==> src/rtl/nic_pkg.sv <==
// Package: shared constants and helpers for the nested interrupt controller.
// Assumes source numbering places exceptions below hardware lines.
package nic_pkg;
    // Number of hardware lines whose sensing is programmable at run time
    localparam int EXT_LINES = 4;

    // Reset value of a vector register: source number times 16
    function automatic logic [31:0] vec_reset(input int idx);
        return 32'(idx) << 4;
    endfunction
endpackage

==> src/rtl/nic_latch.sv <==
// Module: pending-bit register with per-source edge or level capture.
// Assumes exceptions occupy the low source numbers and hardware lines follow.
// Edge sources hold until cleared by acceptance; level sources shadow the line.
module nic_latch #(
    parameter int N_EXC = 2,
    parameter int N_HW = 8,
    parameter logic [N_HW-1:0] FIXED_EDGE = '0,
    localparam int NSRC = N_EXC + N_HW
) (
    input  logic            clk,
    input  logic            rst_n,
    input  logic [N_HW-1:0] hw_irq,
    input  logic [N_EXC-1:0] exc_req,
    input  logic [nic_pkg::EXT_LINES-1:0] mode_q,
    input  logic            latch_we,
    input  logic [NSRC-1:0] latch_wdata,
    input  logic [NSRC-1:0] clr,
    output logic [NSRC-1:0] latch_q
);
    logic [N_HW-1:0] hw_prev;
    logic [NSRC-1:0] nxt;

    // Remember last sampled line values for rising-edge detection
    always_ff @(posedge clk) begin
        if (!rst_n) hw_prev <= '0;
        else        hw_prev <= hw_irq;
    end

    for (genvar s = 0; s < NSRC; s++) begin : g_src
        logic base;
        // Held value after software write and acceptance clear
        assign base = (latch_we ? latch_wdata[s] : latch_q[s]) & ~clr[s];
        if (s < N_EXC) begin : g_exc
            assign nxt[s] = base | exc_req[s];
        end else begin : g_hw
            localparam int L = s - N_EXC;
            logic edge_sel;
            if (L < nic_pkg::EXT_LINES) begin : g_prog
                assign edge_sel = mode_q[L];
            end else begin : g_fix
                assign edge_sel = FIXED_EDGE[L];
            end
            assign nxt[s] = edge_sel ? (base | (hw_irq[L] & ~hw_prev[L]))
                                     : hw_irq[L];
        end
    end

    // Pending register update
    always_ff @(posedge clk) begin
        if (!rst_n) latch_q <= '0;
        else        latch_q <= nxt;
    end
endmodule

==> src/rtl/nic_stack.sv <==
// Module: in-service stack of accepted source numbers.
// Assumes push and pop are never requested together and push never when full.
module nic_stack #(
    parameter int DEPTH = 4,
    parameter int IDX_W = 4,
    localparam int CNT_W = $clog2(DEPTH + 1),
    localparam int SP_W = (DEPTH > 1) ? $clog2(DEPTH) : 1
) (
    input  logic             clk,
    input  logic             rst_n,
    input  logic             push,
    input  logic [IDX_W-1:0] push_idx,
    input  logic             pop,
    output logic [IDX_W-1:0] top,
    output logic             empty,
    output logic             full
);
    logic [IDX_W-1:0] stk [DEPTH];
    logic [CNT_W-1:0] cnt;
    logic [SP_W-1:0]  wr_ptr;
    logic [SP_W-1:0]  rd_ptr;

    assign wr_ptr = cnt[SP_W-1:0];
    assign rd_ptr = wr_ptr - 1'b1;
    assign empty  = (cnt == '0);
    assign full   = (cnt == CNT_W'(DEPTH));
    assign top    = empty ? '0 : stk[rd_ptr];

    // Occupancy count: pop when non-empty, push otherwise
    always_ff @(posedge clk) begin
        if (!rst_n)              cnt <= '0;
        else if (pop && !empty)  cnt <= cnt - 1'b1;
        else if (push && !full)  cnt <= cnt + 1'b1;
    end

    // Entry storage written at the current fill level
    always_ff @(posedge clk) begin
        if (!rst_n) begin
            for (int i = 0; i < DEPTH; i++) stk[i] <= '0;
        end else if (push && !full && !pop) begin
            stk[wr_ptr] <= push_idx;
        end
    end
endmodule

==> src/rtl/nic_arbiter.sv <==
// Module: fixed-priority selection and admission control.
// Assumes a lower source number is more urgent; purely combinational.
module nic_arbiter #(
    parameter int NSRC = 10,
    parameter int IDX_W = 4
) (
    input  logic [NSRC-1:0]  latch_q,
    input  logic [NSRC-1:0]  en_q,
    input  logic [IDX_W-1:0] top,
    input  logic             empty,
    input  logic             full,
    input  logic             nest_en,
    input  logic             rti,
    output logic             grant,
    output logic [IDX_W-1:0] win
);
    logic [NSRC-1:0] pend;
    logic            found;
    logic            allow;

    assign pend = latch_q & en_q;

    // Lowest-numbered pending enabled source
    always_comb begin
        found = 1'b0;
        win   = '0;
        for (int i = NSRC - 1; i >= 0; i--) begin
            if (pend[i]) begin
                found = 1'b1;
                win   = IDX_W'(i);
            end
        end
    end

    // Admission: stack space, no return this cycle, nesting rule
    assign allow = !full && !rti && (empty || (nest_en && (win < top)));
    assign grant = found && allow;
endmodule

==> src/rtl/nest_irq_ctrl.sv <==
// Module: top of the nested interrupt controller.
// Holds enable, mode and vector registers, registers the acceptance outputs,
// and ties together capture, arbitration and the in-service stack.
// Assumes synchronous active-low reset and a single clock.
module nest_irq_ctrl #(
    parameter int N_EXC = 2,
    parameter int N_HW = 8,
    parameter int DEPTH = 4,
    parameter int VEC_W = 16,
    parameter logic [N_HW-1:0] FIXED_EDGE = 8'b0011_0000,
    localparam int NSRC = N_EXC + N_HW,
    localparam int IDX_W = $clog2(NSRC)
) (
    input  logic             clk,
    input  logic             rst_n,
    input  logic [N_HW-1:0]  hw_irq,
    input  logic [N_EXC-1:0] exc_req,
    input  logic             nest_en,
    input  logic             rti,
    input  logic             en_we,
    input  logic [NSRC-1:0]  en_wdata,
    input  logic             latch_we,
    input  logic [NSRC-1:0]  latch_wdata,
    input  logic             mode_we,
    input  logic [3:0]       mode_wdata,
    input  logic             vec_we,
    input  logic [IDX_W-1:0] vec_idx,
    input  logic [VEC_W-1:0] vec_wdata,
    output logic [NSRC-1:0]  latch_q,
    output logic [NSRC-1:0]  en_q,
    output logic             take_valid,
    output logic [IDX_W-1:0] take_src,
    output logic [VEC_W-1:0] take_vector,
    output logic             take_abort,
    output logic             svc_active,
    output logic [IDX_W-1:0] svc_src
);
    logic [nic_pkg::EXT_LINES-1:0] mode_q;
    logic [VEC_W-1:0] vec_q [NSRC];
    logic             grant;
    logic [IDX_W-1:0] win;
    logic [NSRC-1:0]  clr;
    logic [IDX_W-1:0] top;
    logic             empty;
    logic             full;

    assign clr        = grant ? (NSRC'(1) << win) : '0;
    assign svc_active = !empty;
    assign svc_src    = top;

    // Enable register, all sources enabled at reset
    always_ff @(posedge clk) begin
        if (!rst_n)     en_q <= '1;
        else if (en_we) en_q <= en_wdata;
    end

    // Sensing mode of the programmable lines, level at reset
    always_ff @(posedge clk) begin
        if (!rst_n)       mode_q <= '0;
        else if (mode_we) mode_q <= mode_wdata;
    end

    // Vector registers, reset to source number times 16
    always_ff @(posedge clk) begin
        for (int i = 0; i < NSRC; i++) begin
            if (!rst_n)
                vec_q[i] <= VEC_W'(nic_pkg::vec_reset(i));
            else if (vec_we && vec_idx == IDX_W'(i))
                vec_q[i] <= vec_wdata;
        end
    end

    // Registered acceptance report toward the core
    always_ff @(posedge clk) begin
        if (!rst_n) begin
            take_valid  <= 1'b0;
            take_src    <= '0;
            take_vector <= '0;
            take_abort  <= 1'b0;
        end else begin
            take_valid <= grant;
            if (grant) begin
                take_src    <= win;
                take_vector <= vec_q[win];
                take_abort  <= (win < IDX_W'(N_EXC));
            end
        end
    end

    nic_latch #(.N_EXC(N_EXC), .N_HW(N_HW), .FIXED_EDGE(FIXED_EDGE)) u_latch (
        .clk(clk), .rst_n(rst_n), .hw_irq(hw_irq), .exc_req(exc_req),
        .mode_q(mode_q), .latch_we(latch_we), .latch_wdata(latch_wdata),
        .clr(clr), .latch_q(latch_q)
    );

    nic_arbiter #(.NSRC(NSRC), .IDX_W(IDX_W)) u_arb (
        .latch_q(latch_q), .en_q(en_q), .top(top), .empty(empty), .full(full),
        .nest_en(nest_en), .rti(rti), .grant(grant), .win(win)
    );

    nic_stack #(.DEPTH(DEPTH), .IDX_W(IDX_W)) u_stack (
        .clk(clk), .rst_n(rst_n), .push(grant), .push_idx(win), .pop(rti),
        .top(top), .empty(empty), .full(full)
    );
endmodule


==> config.mk <==
export PLATFORM = sky130hd
export DESIGN_NAME = nest_irq_ctrl
export DESIGN_NICKNAME = d
export VERILOG_FILES = /design/src/rtl/nic_pkg.sv /design/src/rtl/nic_latch.sv /design/src/rtl/nic_stack.sv /design/src/rtl/nic_arbiter.sv /design/src/rtl/nest_irq_ctrl.sv
export SDC_FILE = /design/constraint.sdc
export NUM_CORES = 1
export LEC_CHECK = 0
export BUFFER_PORTS_ARGS = -buffer_cell sky130_fd_sc_hd__buf_2
export CAP_MARGIN = 40
export CORE_MARGIN = 2
export CORE_UTILIZATION = 50
export DETAILED_ROUTE_END_ITERATION = 7
export PLACE_DENSITY = 0.69
export SETUP_SLACK_MARGIN = 0.5
export SYNTH_ARGS = -nofsm -noshare
export SYNTH_HDL_FRONTEND = slang
export SYNTH_HIERARCHICAL = 1
export SYNTH_SLANG_ARGS = --single-unit
export TNS_END_PERCENT = 10
==> constraint.sdc <==
create_clock -name clk -period 8 [get_ports clk]
set_input_delay 0.8 -clock clk [delete_from_list [all_inputs] [get_ports clk]]
set_output_delay 0.8 -clock clk [all_outputs]
set_load 0.1 [all_outputs]
* Yosys cells after proc, flatten, opt, wreduce, memory -nomap -nowiden *
Memories as Yosys holds them, arrays and structs flattened. A register that Yosys moved wholly into a read port is not among the register bits.
Cells that the tools add are included.

word-level totals
  memories kept = 2
  bits in registers = 39
  output and inout bits = 47
  memory bits (writable) = 176
  logic and storage cells = 182

memories
  name         words  bits a word  rd ports  clocked after memory_dff  write ports  RTL line             RTL
  vec_q        10     16           1         1                         10           nest_irq_ctrl.sv:39  logic [VEC_W-1:0] vec_q [NSRC];
  u_stack.stk  4      4            1         0                         4            nic_stack.sv:18      logic [IDX_W-1:0] stk [DEPTH];

cells by class
  add/sub/neg operators = 3
  shift operators = 1
  equal/unequal tests = 10
  muxes and demuxes = 83
  magnitude comparators = 2
  reductions and logical operators = 26
  bitwise operators = 47

operators with widths
  operator                                                     number
  2-to-1 mux 16 bit                                            10
  2-to-1 mux 1 bit                                             57
  2-to-1 mux 4 bit                                             12
  OR 1 bit                                                     18
  logical AND 1 bit                                            17
  equality test 4 x 3 -> 1 bit (second input constant)         4
  AND 1 bit                                                    14
  inverter 1 bit                                               14
  AND 10 bit                                                   1
  equality test 4 x 2 -> 1 bit (second input constant)         2
  equality test 4 bit (second input constant)                  2
  2-to-1 mux 8 bit                                             1
  << shifter 1 x 4 -> 8 bit (first input constant)             1
  2-to-1 mux 3 bit                                             2
  equality test 4 x 1 -> 1 bit (second input constant)         1
  zero test 1 bit                                              4
  zero test 4 bit                                              1
  less-than comparator 4 x 2 -> 1 bit (second input constant)  1
  less-than comparator 4 bit                                   1
  OR reduction 4 bit                                           1
  adder 3 x 1 -> 3 bit (second input constant)                 1
  equality test 3 bit (second input constant)                  1
  zero test 3 bit                                              1
  subtractor 3 x 1 -> 3 bit (second input constant)            1
  other kinds (4)                                              4

* Depth between registers and ports, before layout *
Gate-level depths: netlist (run 1).

  depth in word-level cells = 23
  gate-level depth with buffers = 16
  gate-level depth less buffers = 13

* Hierarchy *
Netlist (run 1), hierarchy kept.

modules (own cells, without submodules)
  module         area each (um2)  instances  cells an instance
  nest_irq_ctrl  8,684.6          1          691
  nic_stack      1,048.5          1          86
  nic_latch      648.1            1          59
  nic_arbiter    272.8            1          38

* Worst setup path before layout (run 1) *
OpenSTA, ideal clock, no wires.

  path kind = register -> register
  from = register u_stack.cnt[0]
  to = register u_latch.latch_q[5]
  setup time = 117 ps
  setup slack = 2,815 ps
  period minus slack after synthesis = 5,185 ps
  data required time = 7,883 ps
  data arrival time = 5,067 ps
  stages on the path, launching flop included = 17
  cell sequence = dfxtp_1 -> buf_6 -> buf_6 -> inv_1 -> ha_1 -> mux4_2 -> nor2b_1 -> inv_1 -> ha_1 -> nand4b_1 -> a21oi_1 -> a2111oi_2 -> buf_1 -> nand2_1 -> nor3_1 -> and3b_1 -> a32o_1

on the way
  word-level cells in the longest chain between the ends = 13

ends and longest elaborated chain
  what                         RTL line             RTL
  start, declared              nic_stack.sv:19      logic [CNT_W-1:0] cnt;
  start signal, assigned       nic_stack.sv:32      else if (pop && !empty) cnt <= cnt - 1'b1;
  start signal, assigned       nic_stack.sv:33      else if (push && !full) cnt <= cnt + 1'b1;
  subtractor 2 x 1 -> 2 bit    nic_stack.sv:24      assign rd_ptr = wr_ptr - 1'b1;
  named net u_stack.rd_ptr[0]  nic_stack.sv:21      logic [SP_W-1:0] rd_ptr;
  memory (4 x 4 bit)           n/a
  2-to-1 mux 4 bit             nic_stack.sv:27      assign top = empty ? '0 : stk[rd_ptr];
  named net svc_src[3]         nest_irq_ctrl.sv:36  output logic [IDX_W-1:0] svc_src
  less-than comparator 4 bit   nic_arbiter.sv:36    assign allow = !full && !rti && (empty || (nest_en && (win < top)));
  logical AND 1 bit            nic_arbiter.sv:36
  logical OR 1 bit             nic_arbiter.sv:36
  logical AND 1 bit            nic_arbiter.sv:36
  logical AND 1 bit            nic_arbiter.sv:37    assign grant = found && allow;
  named net grant              nest_irq_ctrl.sv:40  logic grant;
  2-to-1 mux 8 bit             nest_irq_ctrl.sv:47  assign clr = grant ? (NSRC'(1) << win) : '0;
  named net clr[5]             nest_irq_ctrl.sv:42  logic [NSRC-1:0] clr;
  inverter 1 bit               nic_latch.sv:32      assign base = (latch_we ? latch_wdata[s] : latch_q[s]) & ~clr[s];
  AND 1 bit                    nic_latch.sv:32
  OR 1 bit                     nic_latch.sv:43      assign nxt[s] = edge_sel ? (base | (hw_irq[L] & ~hw_prev[L]))
  2-to-1 mux 1 bit             nic_latch.sv:43
  end signal, assigned         nic_latch.sv:51      else latch_q <= nxt;
  end, declared                nic_latch.sv:18      output logic [NSRC-1:0] latch_q

The timed path passes the listed nets, and every way through them passes these cells.
A chain may end at the register's enable or synchronous reset.

==> metrics.md, run 1 <==
| Metric | Value |
|---|---|
| Post-route ant nets | 0 |
| Port bufs | 106 |
| Largest net degree at the start of global routing | 76 |
| Diode count | 0 |
| Die area | 22,500 sq um |
| Clock tree root buffer cell | clkbuf_16 |
| Final hold vios | 0 |
| Pre-Repair DR Iteration Count | 5 |
| Setup crit end kind | register |
| Slowest cell delay on critical path | 0.74 ns |
| Clk_lat worst skew | 0.51 ns |
| Syn_nets | 937 |
| Critical path launch point type | register |
| Nets | 1,039 |
| Gr usage total | 21.8% |
| Total grt overflow | 0 |
| Worst VDD drop | 0.216 mV |
| H-tree depth | 1 |
| # IOs | 109 |
| GR Layer Usage met2 | 35.9% |
| Via density | 5.59 |
| GR peak layer | met2 |
| Placed cell area | 11,500 sq um |
| Vias | 7,059 |
| Worst Path Required | 8.15 ns |
| CTS tree | built |
| Clk buf depth | 3 |
| CTS sink cnt | 231 |
| Post-route cell area | 12,200 sq um |
| Hold-fix buffers at CTS | 0 |
| Die X | 150 microns |
| Post-CTS setup buffers | 0 |
| RSZ-0062 raised after global routing | no |
| R2r setup slk | 3.28 ns |
| Crit-path cells | inv_1 -> ha_1 -> mux4_2 -> nor2b_1 -> inv_1 -> ha_1 -> nand4b_1 -> a21oi_1 -> a2111oi_4 -> buf_4 -> and2b_1 -> nand3_2 -> o31ai_1 |
| Layout cells sized above 1 | 18.8% |
| Pwr/cell area | 305 nW/um^2 |
| Min-delay worst type | reg -> reg |
| Count of final setup violators | 0 |
| Sum Neg Setup Slack | 0 ns |
| GP Congestion | 0.791 |
| Clock slew at reported path FFs | 0.06 ns |
| Worst Tran Pin Value | 0.907 ns |
| Pins Over Slew Limit | 0 |
| Worst r2r path cells | 13 |
| DR iter-0 viols | 564 |
| RR Endpoint | u_stack/stk[0][3] |
| Max-slew headroom | 39.3% |
| Yosys warnings | 6 |
| WL/cell | 19.4 microns |
| Drt drc | 0 |
| P&R area growth vs syn | 14.5% |
| Leakage dissipation | 4.57 nW |
| Cts bufs inserted | 25 |
| Hold Path Depth | 2 |
| Final cycle utilization of the critical path | 59.0% |
| DP HPWL | 15,900 microns |
| Hold Path Sink | take_vector[0] |
| Post-cts resize count | 0 |
| Fmax | 0.212 GHz |
| Number of global-route vias before repair | 6,702 |
| Max_cap viols | 0 |
| Clock Skew | 0.00564 ns |
| Initial core utilization | 50.8% |
| Reg2reg start | u_stack/cnt[0] |
| Average size of a mapped cell | 12.2 sq um |
| Top fanout value on the critical path | 46 |
| Antenna violations before repair | 0 |
| Cells after Synth | 870 |
| Crit path time final | 4.72 ns |
| Chip Height | 150 microns |
| Run status | completed |
| Placed insts | 1,220 |
| Final core occ | 58.1% |
| GR Util met3 | 3.26% |
| CP Class | reg -> reg |
| Hold path start | take_vector[0] |
| Core Region | 21,000 sq um |
| Synthesized area | 10,600 sq um |
| WL final | 24,400 microns |
| M1 GR Usage | 30.5% |
| Row cnt | 53 |
| First-pass GRT wire length | 37,400 microns |
| Finished Layout Cells | 1,262 |
| Worst path arrival time | 4.87 ns |
| Worst path slowest cell | dfxtp_1 |
-- routing by layer --
layer | vias up | wire length, microns
met5 | - | 0
met4 | 0 | 484
met3 | 39 | 1760
met2 | 246 | 11400
met1 | 3407 | 10800
li1 | 3367 | -
-- where the power goes --
part	switching, mW	internal [mW]
logic	0.909	0.292
clock network	0.440	0.609
registers	0.0617	1.41
-- final cells by class --
| type | instances | area, sq um |
|---|---|---|
| multi-input combinational | 569 | 3930 |
| timing repair buffer | 131 | 737 |
| fill | 1785 | 8770 |
| clock inverter | 10 | 68.8 |
| sequential | 231 | 6390 |
| clock buffer | 32 | 662 |
| tap | 275 | 344 |
| inverter | 14 | 52.6 |
-- cell usage in the layout (no fill, tap or decap), drive strengths merged, types with 5 or more instances in the layout --
master	instances
edfxtp	176
and2	154
buf	131
mux2i	87
dfxtp	55
nand2	49
nor2	36
o22ai	32
clkbuf	32
o21ai	30
nor3	25
nand3	22
o211ai	17
nor2b	15
inv	14
or3	14
nand2b	13
clkinv	9
a32o	6
a22oi	5
and3	5
-- worst max-delay path: cells and delay by family, from the launching register on --
kind	cells	cell delay [ns]
compound gates	3	1.05
simple gates	4	0.83
flops	1	0.74
buf+inv	3	0.73
fa+ha+maj	2	0.72
mux	1	0.26
-- worst max-delay path by stage --
stage / start / cells after the start / endpoint
floorplan: u_stack/cnt[0] / 16 / u_latch/latch_q[5]
global placement: u_stack/cnt[0] / 13 / u_stack/stk[0][0]
detailed placement: u_stack/cnt[0] / 13 / u_stack/stk[0][3]
CTS: u_stack/cnt[0] / 13 / u_stack/stk[0][3]
global route: u_stack/cnt[0] / 13 / u_stack/stk[0][3]
finish: u_stack/cnt[0] / 13 / u_stack/stk[0][3]
-- state kept, by name, indices dropped and copies added (netlist names) --
register         flops
u_stack/cnt          3
mode_q               4
take_abort           1
u_latch/latch_q     10
take_valid           1
vec_q              160
en_q                10
take_src             4
u_stack/stk         16
take_vector         16
u_latch/hw_prev      6
-- through the flow --
stage	power (mW)	worst slack, ns	hold WS (ns)
5_1_grt	3.87	2.89	0.486
2_1_floorplan	2.45	2.84	0.472
3_3_place_gp	2.68	3.47	0.472
3_5_place_dp	2.69	3.28	0.477
4_1_cts	3.74	3.27	0.487
6_report	3.72	3.28	0.488
Power figures use the tool's default switching activity.
==> inputs of run 2 (changes only) <==
- ABC_AREA: unset -> 1
- clock period: 8 -> 4.6 ns (I/O delays scaled with it)
==> metrics.md, run 2 <==
| Metric | Value |
|---|---|
| Post-CTS setup buffers | 0 |
| Crit path time final | 3.74 ns |
| Antenna violations before repair | 0 |
| Vias | 8,517 |
| Number of global-route vias before repair | 7,935 |
| Via density | 5.15 |
| Clock slew at reported path FFs | 0.06 ns |
| Worst path arrival time | 4.16 ns |
| GR peak layer | met2 |
| Commonest cells after routing, fill and taps aside | nand2_1 (512), nor2_1 (233), edfxtp_1 (176) |
| Worst Path Required | 5.01 ns |
| Net Sw Frac | 40.0% |
| Max_cap viols | 0 |
| Total Power | 6.65 mW |
| Max reg flops | 160 |
| Die area | 22,600 sq um |
| GR Layer Usage met2 | 40.9% |
| DP HPWL | 18,100 microns |
| Gr usage total | 24.5% |
| Count of final setup violators | 0 |
| Finished Layout Cells | 1,653 |
| Worst r2r path cells | 17 |
| # IOs | 109 |
| Drt drc | 0 |
| Clock tree root buffer cell | clkbuf_16 |
| Hold Path Depth | 3 |
| Syn_nets | 1,333 |
| Setup crit end kind | register |
| Hold Path Sink | u_latch/latch_q[8] |
| Power share of the clock group | 28.4% |
| First-pass GRT wire length | 42,400 microns |
| Regs by FF count | vec_q x160, take_vector x16, u_stack/stk x16 |
| R2r setup slk | 0.86 ns |
| Hold path start | hw_irq[6] |
| P_int | 3.99 mW |
| Final hold vios | 0 |
| Pins Over Slew Limit | 0 |
| Diode count | 0 |
| Row cnt | 53 |
| Nets | 1,427 |
| GR Util met3 | 3.15% |
| P&R area growth vs syn | 14.4% |
| Core Region | 21,000 sq um |
| Worst VDD drop | 0.374 mV |
| M1 GR Usage | 33.5% |
| CTS tree | built |
| Run status | completed |
| WL final | 27,600 microns |
| Worst Tran Pin Value | 0.839 ns |
| Top fanout value on the critical path | 23 |
| H-tree depth | 1 |
| Pwr/cell area | 543 nW/um^2 |
| Cts bufs inserted | 25 |
| Clk_lat worst skew | 0.51 ns |
| Sequential group share of total power | 38.2% |
| Min-delay worst type | in -> reg |
| Biggest register | vec_q |
| Placed cell area | 11,500 sq um |
| DR iter-0 viols | 711 |
| Sum Neg Setup Slack | 0 ns |
| Yosys warnings | 6 |
| GP Congestion | 0.799 |
| RSZ-0062 raised after global routing | yes |
| Die X | 150 microns |
| Layout cells sized above 1 | 13.9% |
| Reg2reg start | u_stack/cnt[0] |
| Final cycle utilization of the critical path | 81.4% |
| Chip Height | 150 microns |
| CP Class | reg -> reg |
| CTS sink cnt | 231 |
| WL/cell | 16.7 microns |
| Port bufs | 106 |
| Post-route cell area | 12,300 sq um |
| Commonest non-fill, non-tap cell in the layout | nand2_1 |
| Cells after Synth | 1,266 |
| Critical path launch point type | register |
| Synthesized area | 10,700 sq um |
| Average size of a mapped cell | 8.46 sq um |
| Fmax | 0.267 GHz |
| Clk buf depth | 3 |
| Sw Pwr | 2.66 mW |
| Placed insts | 1,607 |
| Pre-Repair DR Iteration Count | 6 |
| Hold WS | 0.136 ns |
| Clock Skew | 0.00870 ns |
| Combinational share of power | 33.4% |
| RR Endpoint | take_vector[12] |
| Largest net degree at the start of global routing | 61 |
| Max-slew headroom | 44.0% |
| Post-route ant nets | 0 |
| Total grt overflow | 0 |
| Leakage dissipation | 5.65 nW |
| Initial core utilization | 51.0% |
## run 2: changes by cell type in the layout (fill, tap and decap cells not counted), moves of 22 or more
cell	before	now
clkinv_1	5	28
and2_1	154	0
o22ai_1	32	0
nor3_1	23	1
inv_1	14	74
nand2_1	49	512
mux2i_1	87	0
nor2_1	35	233
## run 2: critical path: stages (launching register included)
cell and delay [ns]:
dfxtp_2 0.48, inv_1 0.28, ha_1 0.46, inv_1 0.11
nor2_1 0.10, o21ai_0 0.10, a21oi_2 0.17, inv_1 0.06
ha_1 0.30, a211oi_1 0.20, nand2_1 0.11, a21oi_2 0.21
buf_4 0.33, clkinvlp_4 0.30, a21oi_1 0.18, nand3_1 0.13
nand2_1 0.08, inv_1 0.03
## run 2: through the flow
| step | worst slack [ns] | utilization (%) |
|---|---|---|
| after floorplan | 0.521 | - |
| after global placement | 0.625 | 54.4 |
| after detailed placement | 0.507 | 54.7 |
| after CTS | 0.720 | 58.3 |
| after global routing | 0.444 | 58.3 |
| final | 0.856 | 58.3 |
## run 2: worst max-delay path by stage
stage              startpoint  slack, ns  cells after the start                 end
2_1_floorplan  u_stack/cnt[0]       0.52                     19  u_latch/latch_q[6]
6_report       u_stack/cnt[0]       0.86                     17     take_vector[12]
3_3_place_gp   u_stack/cnt[0]       0.63                     17     take_vector[12]
5_1_grt        u_stack/cnt[0]       0.44                     17     take_vector[12]
4_1_cts        u_stack/cnt[0]       0.72                     17     take_vector[12]
3_5_place_dp   u_stack/cnt[0]       0.51                     17     take_vector[12]
## run 2: cell type report
cell class	count	area [sq um]
clock inverter	16	118
multi-input combinational	880	3710
clock buffer	29	641
tap	275	344
timing repair inverter	1	7.51
sequential	231	6390
timing repair buffer	120	668
inverter	101	384
fill	1845	8760
## run 2: metal layers
metal	up-vias	wire, microns
met3	46	2150
li1	4175	-
met1	3979	11600
met4	0	818
met5	-	0
met2	317	13000
## run 2: power by group through the flow
stage | Sequential (mW) | Combinational [mW] | Clock (mW)
finish | 2.54 | 2.22 | 1.89
global route | 2.56 | 2.43 | 2.00
CTS | 2.54 | 2.21 | 1.91
detailed placement | 2.58 | 2.20 | 0
global placement | 2.57 | 2.17 | 0
floorplan | 3.14 | 1.16 | 0
## run 2: repair_timing
item | in CTS | in global routing
gates cloned | 0 | 1
hold buffers | 0 | 0
gates resized for setup | 1 | 2
endpoints found under the setup margin | 3 | 14
pin swaps | 0 | 0
